`src/rtl/snap_pkg.sv`:
```
package snap_pkg;
  typedef enum logic [1:0] {
    SEQ_IDLE  = 2'd0,
    SEQ_ARMED = 2'd1,
    SEQ_RUN   = 2'd2
  } seq_state_e;

  localparam logic START_BIT = 1'b0;
  localparam logic STOP_BIT  = 1'b1;
endpackage

```
`src/rtl/snap_seq.sv`:
```
module snap_seq
  import snap_pkg::*;
#(
  parameter int IDX_W = 4
) (
  input  logic             clk_i,
  input  logic             rst_ni,
  input  logic             dump_req_i,
  input  logic [IDX_W-1:0] scan_idx_i,
  output logic             load_o,
  output logic             active_o
);
  localparam logic [IDX_W-1:0] IDX_FIRST = '0;
  localparam logic [IDX_W-1:0] IDX_LAST  = {IDX_W{1'b1}};

  seq_state_e       state_q, state_d;
  logic             again_q, again_d;
  logic [IDX_W-1:0] idx_q;
  logic             slot_new, at_first, at_last;

  assign slot_new = (scan_idx_i != idx_q);
  assign at_first = slot_new && (scan_idx_i == IDX_FIRST);
  assign at_last  = slot_new && (scan_idx_i == IDX_LAST);

  always_comb begin
    state_d = state_q;
    again_d = again_q;
    load_o  = 1'b0;
    unique case (state_q)
      SEQ_IDLE: begin
        if (dump_req_i) begin
          if (at_first) begin
            state_d = SEQ_RUN;
            load_o  = 1'b1;
          end else begin
            state_d = SEQ_ARMED;
          end
        end
      end
      SEQ_ARMED: begin
        if (at_first) begin
          state_d = SEQ_RUN;
          load_o  = 1'b1;
        end
      end
      SEQ_RUN: begin
        if (dump_req_i) again_d = 1'b1;
        if (slot_new) load_o = 1'b1;
        if (at_last) begin
          state_d = again_d ? SEQ_ARMED : SEQ_IDLE;
          again_d = 1'b0;
        end
      end
      default: state_d = SEQ_IDLE;
    endcase
  end

  always_ff @(posedge clk_i or negedge rst_ni) begin
    if (!rst_ni) begin
      state_q <= SEQ_IDLE;
      again_q <= 1'b0;
      idx_q   <= '0;
    end else begin
      state_q <= state_d;
      again_q <= again_d;
      idx_q   <= scan_idx_i;
    end
  end

  assign active_o = (state_q != SEQ_IDLE);

  AST_START_AT_ZERO: assert property (@(posedge clk_i) disable iff (!rst_ni)
    (state_q == SEQ_RUN && $past(state_q) != SEQ_RUN) |-> ($past(scan_idx_i) == IDX_FIRST));
  AST_ONE_LOAD_PER_SLOT: assert property (@(posedge clk_i) disable iff (!rst_ni)
    load_o |=> !load_o);
  AST_REQ_HELD: assert property (@(posedge clk_i) disable iff (!rst_ni)
    (state_q == SEQ_RUN && dump_req_i) |=> (again_q || state_q == SEQ_ARMED));
endmodule

```
`src/rtl/snap_shift.sv`:
```
module snap_shift
  import snap_pkg::*;
#(
  parameter int DATA_W = 8
) (
  input  logic              clk_i,
  input  logic              rst_ni,
  input  logic              bit_en_i,
  input  logic              load_i,
  input  logic [DATA_W-1:0] byte_i,
  output logic              tx_o,
  output logic              busy_o
);
  localparam int FRAME_W = DATA_W + 2;
  localparam int CNT_W   = $clog2(FRAME_W + 1);

  logic              staged_q;
  logic [DATA_W-1:0] hold_q;
  logic [FRAME_W-1:0] sh_q;
  logic [CNT_W-1:0]  cnt_q;

  always_ff @(posedge clk_i or negedge rst_ni) begin
    if (!rst_ni) begin
      staged_q <= 1'b0;
      hold_q   <= '0;
      sh_q     <= '1;
      cnt_q    <= '0;
    end else begin
      if (bit_en_i) begin
        if (cnt_q != '0) begin
          sh_q  <= {STOP_BIT, sh_q[FRAME_W-1:1]};
          cnt_q <= cnt_q - CNT_W'(1);
        end else if (staged_q) begin
          sh_q     <= {STOP_BIT, hold_q, START_BIT};
          cnt_q    <= CNT_W'(FRAME_W);
          staged_q <= 1'b0;
        end
      end
      // a fresh load wins over the hand-off in the same cycle
      if (load_i) begin
        staged_q <= 1'b1;
        hold_q   <= byte_i;
      end
    end
  end

  assign tx_o   = (cnt_q != '0) ? sh_q[0] : STOP_BIT;
  assign busy_o = staged_q || (cnt_q != '0);

  AST_SHIFT_ON_PULSE: assert property (@(posedge clk_i) disable iff (!rst_ni)
    (cnt_q != $past(cnt_q)) |-> $past(bit_en_i));
  AST_CNT_RANGE: assert property (@(posedge clk_i) disable iff (!rst_ni)
    cnt_q <= CNT_W'(FRAME_W));
  AST_NO_OVERRUN: assert property (@(posedge clk_i) disable iff (!rst_ni)
    load_i |-> !staged_q);
endmodule

```
`src/rtl/snap_tx.sv`:
```
module snap_tx #(
  parameter int DATA_W = 8,
  parameter int IDX_W  = 4
) (
  input  logic              clk_i,
  input  logic              rst_ni,
  input  logic              bit_en_i,
  input  logic [DATA_W-1:0] byte_i,
  input  logic              dump_req_i,
  input  logic [IDX_W-1:0]  scan_idx_i,
  output logic              tx_o,
  output logic              busy_o
);
  logic load, seq_active, shift_busy;

  snap_seq #(.IDX_W(IDX_W)) u_seq (
    .clk_i      (clk_i),
    .rst_ni     (rst_ni),
    .dump_req_i (dump_req_i),
    .scan_idx_i (scan_idx_i),
    .load_o     (load),
    .active_o   (seq_active)
  );

  snap_shift #(.DATA_W(DATA_W)) u_shift (
    .clk_i    (clk_i),
    .rst_ni   (rst_ni),
    .bit_en_i (bit_en_i),
    .load_i   (load),
    .byte_i   (byte_i),
    .tx_o     (tx_o),
    .busy_o   (shift_busy)
  );

  assign busy_o = seq_active || shift_busy;

  AST_IDLE_LINE_HIGH: assert property (@(posedge clk_i) disable iff (!rst_ni)
    !busy_o |-> tx_o);
  AST_BUSY_AFTER_REQ: assert property (@(posedge clk_i) disable iff (!rst_ni)
    dump_req_i |=> busy_o);
  AST_RESET_IDLE: assert property (@(posedge clk_i)
    !rst_ni |-> (tx_o && !busy_o));
endmodule

```
`config.mk`:
```
export PLATFORM = sky130hd
export DESIGN_NAME = snap_tx
export DESIGN_NICKNAME = d
export VERILOG_FILES = /design/src/rtl/snap_pkg.sv /design/src/rtl/snap_seq.sv /design/src/rtl/snap_shift.sv /design/src/rtl/snap_tx.sv
export SDC_FILE = /design/constraint.sdc
export NUM_CORES = 1
export LEC_CHECK = 0
export ABC_CLOCK_PERIOD_IN_PS = 1450
export BUFFER_PORTS_ARGS = -buffer_cell sky130_fd_sc_hd__buf_2
export CORE_MARGIN = 2
export CORE_UTILIZATION = 25
export DETAILED_ROUTE_END_ITERATION = 10
export PLACE_DENSITY = 0.44
export RECOVER_POWER = 25
export SLEW_MARGIN = 20
export SYNTH_ARGS = -nofsm -noshare
export SYNTH_HDL_FRONTEND = slang
export SYNTH_SLANG_ARGS = --single-unit
```
`constraint.sdc`:
```
create_clock -name clk_i -period 1.45 [get_ports clk_i]
set_input_delay 0.0725 -clock clk_i [delete_from_list [all_inputs] [get_ports clk_i]]
set_output_delay 0.0725 -clock clk_i [all_outputs]
set_load 0.02 [all_outputs]
```
==> flow_metrics.tcl <==
set metrics [dict create \
    run_status "finished with violations" \
    violations "negative setup slack" \
    wl_met1_um 1260 \
    track_usage 0.109 \
    dpl.hpwl_um 1840 \
    syn_to_final_growth_pct 47.9 \
    ys_seq_area_frac 0.570 \
    relSlewSlack 0.515 \
    synth.area.top_cells "dfrtp_1, dfstp_2, mux2_4" \
    routabilityCongestion 0.765 \
    vias 1007 \
    critPathKind "reg2out" \
    finalClockSkew_ns 0.00459 \
    finalCritPeriodShare 1.30 \
    top_layer "met4" \
    grt_pass1_wl_um 4910 \
    port_buffers 17 \
    drt-initial-drc-count 34 \
    maxCapViolations 0 \
    first_pass_iters 4 \
    cp-start-kind "flip-flop" \
    post_drt_wl_per_cell_um 12.4 \
    ioPinCount 18 \
    tns_ns -4.39 \
    grt.overflow.total 0 \
    syn_nets 126 \
    critPathCaptureType "output port" \
    yosys.area.top_type "dfrtp_1" \
    netlist_area_sq_um 1290 \
    drv_slew 0 \
    clock_path_buffers 2 \
    yosysWarnings 0 \
    via_per_inst 4.42 \
    coreArea_sq_um 5040 \
    hold_ws_ns 0.0212 \
    multi_input_area_sq_um 653 \
    period_needed_ns 1.89 \
    synth_cell_type_count 30 \
    drive_gt1_frac 0.544 \
    mostFrequentLayoutCell "dfrtp_1" \
    worstPathMaxFanout 2 \
    start_util 0.256 \
    p_per_area_nw_per_um2 1680 \
    dp_cells 210 \
    antenna_found_initial 0 \
    fp.dieH_um 75.9 \
    vdd_drop_max_mv 0.540 \
    nets 174 \
    synthArstFlopShare 1.00 \
    htreeDepth 2 \
    fp.dieW_um 75.9 \
    wl_met2_um 1430 \
    hold_violations 0 \
    drt-total-wl_um 2820 \
    tightest_slew_ns 0.728 \
    antenna_left 0 \
    drc_errors 0 \
    setup_slack_ns -0.439 \
    final_cells 228 \
    worstPathArrival_ns 1.82 \
    clkTransAtPathRegs_ns 0.06 \
    cts_root_buf "clkbuf_8" \
    grt_max_degree 30 \
    synth-seq-cells 29 \
    synthFlopType "dfrtp_1" \
    fmax_ghz 0.529 \
    min_path_type "in2reg" \
    synth_edf_count 0 \
    syn_inst 109 \
    grt_pass1_vias 1049 \
    pre_cts_ws_ns -0.196 \
    wl_met3_um 91 \
    mostFrequentLayoutCells "dfrtp_1, buf_2, buf_4, dfstp_2" \
    cts.sinks 29 \
    rows 26 \
    post-synth-top-area-fraction 0.387 \
    cp.required_ns 1.38 \
    num_antenna_cells 0 \
    regArea_sq_um 737 \
    clk_latency_ns 0.28 \
    dieArea_sq_um 5760 \
    tritoncts "built" \
    total_power_mw 3.22 \
    cts_buffers 5 \
    avgSynthCellArea_sq_um 11.9 \
    fillers 511 \
    setup_violations 23 \
    rsz0062_at_grt "true" \
    p_leak_nw 0.831 \
]
==> through the flow <==
step / utilization / area [sq um]
after floorplan: - / 1310
after global placement: 0.318 / 1600
after detailed placement: 0.318 / 1600
after CTS: 0.370 / 1870
after global routing: 0.379 / 1910
final: 0.379 / 1910
==> per-layer routing <==
layer / global-route usage / vias to the layer above
li1: - / 489
met3: 0.0369 / 4
met5: 0 / -
met1: 0.130 / 498
met2: 0.177 / 16
met4: 0.0545 / 0
==> registers in the layout, indices dropped and copies added (netlist names) <==
name,cells
u_seq.idx_q,4
u_seq.again_q,1
u_shift.hold_q,8
u_shift.cnt_q,4
u_shift.sh_q,9
u_shift.staged_q,1
u_seq.state_q,2
==> cell type report <==
| class | count | area share |
|---|---|---|
| flip-flops and latches | 29 | 0.385 |
| multi-input cells | 75 | 0.342 |
| repair buffers | 43 | 0.178 |
| well taps | 70 | 0.0458 |
| clock buffers | 6 | 0.0380 |
| inverters | 3 | 0.00589 |
| clock inverters | 2 | 0.00524 |
==> logic make-up after synthesis <==
| kind of cell | Yosys count | share of synthesized area |
|---|---|---|
| muxes | 8 | 0.0929 |
| xor gates and xnor gates | 4 | 0.0271 |
| DFF | 29 | 0.570 |
| and+or+nand+nor | 33 | 0.145 |
| adders and majority gates | 1 | 0.00968 |
| buffers and inverters | 5 | 0.0203 |
| AOI/OAI and AO/OA | 29 | 0.135 |
==> final timing paths <==
check | startpoint | endpoint | slack (ns) | depth (start not counted)
min | byte_i[7] | u_shift.hold_q[7] | 0.02 | 2
max reg2reg | u_shift.cnt_q[0] | u_shift.sh_q[3] | -0.27 | 11
min in group asynchronous | rst_ni | u_shift.hold_q[0] | 0.39 | 2
max in group asynchronous | rst_ni | u_seq.again_q | 0.60 | 2
max | u_shift.cnt_q[0] | busy_o | -0.44 | 5
min reg2reg | u_shift.sh_q[3] | u_shift.sh_q[3] | 0.49 | 2
==> Yosys cell counts (all sizes together), types with 3 or more instances <==
cell and count:
dfrtp 20, nor2 11, a21oi 10, dfstp 9, mux2 8, o22ai 8
nand2 7, o21ai 6, nand2b 4, xor2 4, inv 3
==> worst max-delay path, cell delays in order (launching register included) <==
cell     delay, ns
dfrtp_1       0.39
inv_2         0.08
ha_4          0.13
or3b_4        0.37
or4_4         0.42
buf_6         0.14
==> where the power goes <==
part | leakage (nW) | internal, mW | switching [mW]
logic | 0.456 | 0.741 | 0.555
clock network | 0.0450 | 0.331 | 0.297
registers | 0.330 | 1.11 | 0.178
==> repair_timing <==
item                                    4_1_cts  5_1_grt
hold buffers                                  2        0
gates resized for setup                      25       14
endpoints found under the setup margin       22       24
setup buffers                                 6        5
gates cloned                                  1        0
endpoints found under the hold margin        21        0
pin swaps                                     5        4
Note: power is estimated with default switching activity, not from simulation.
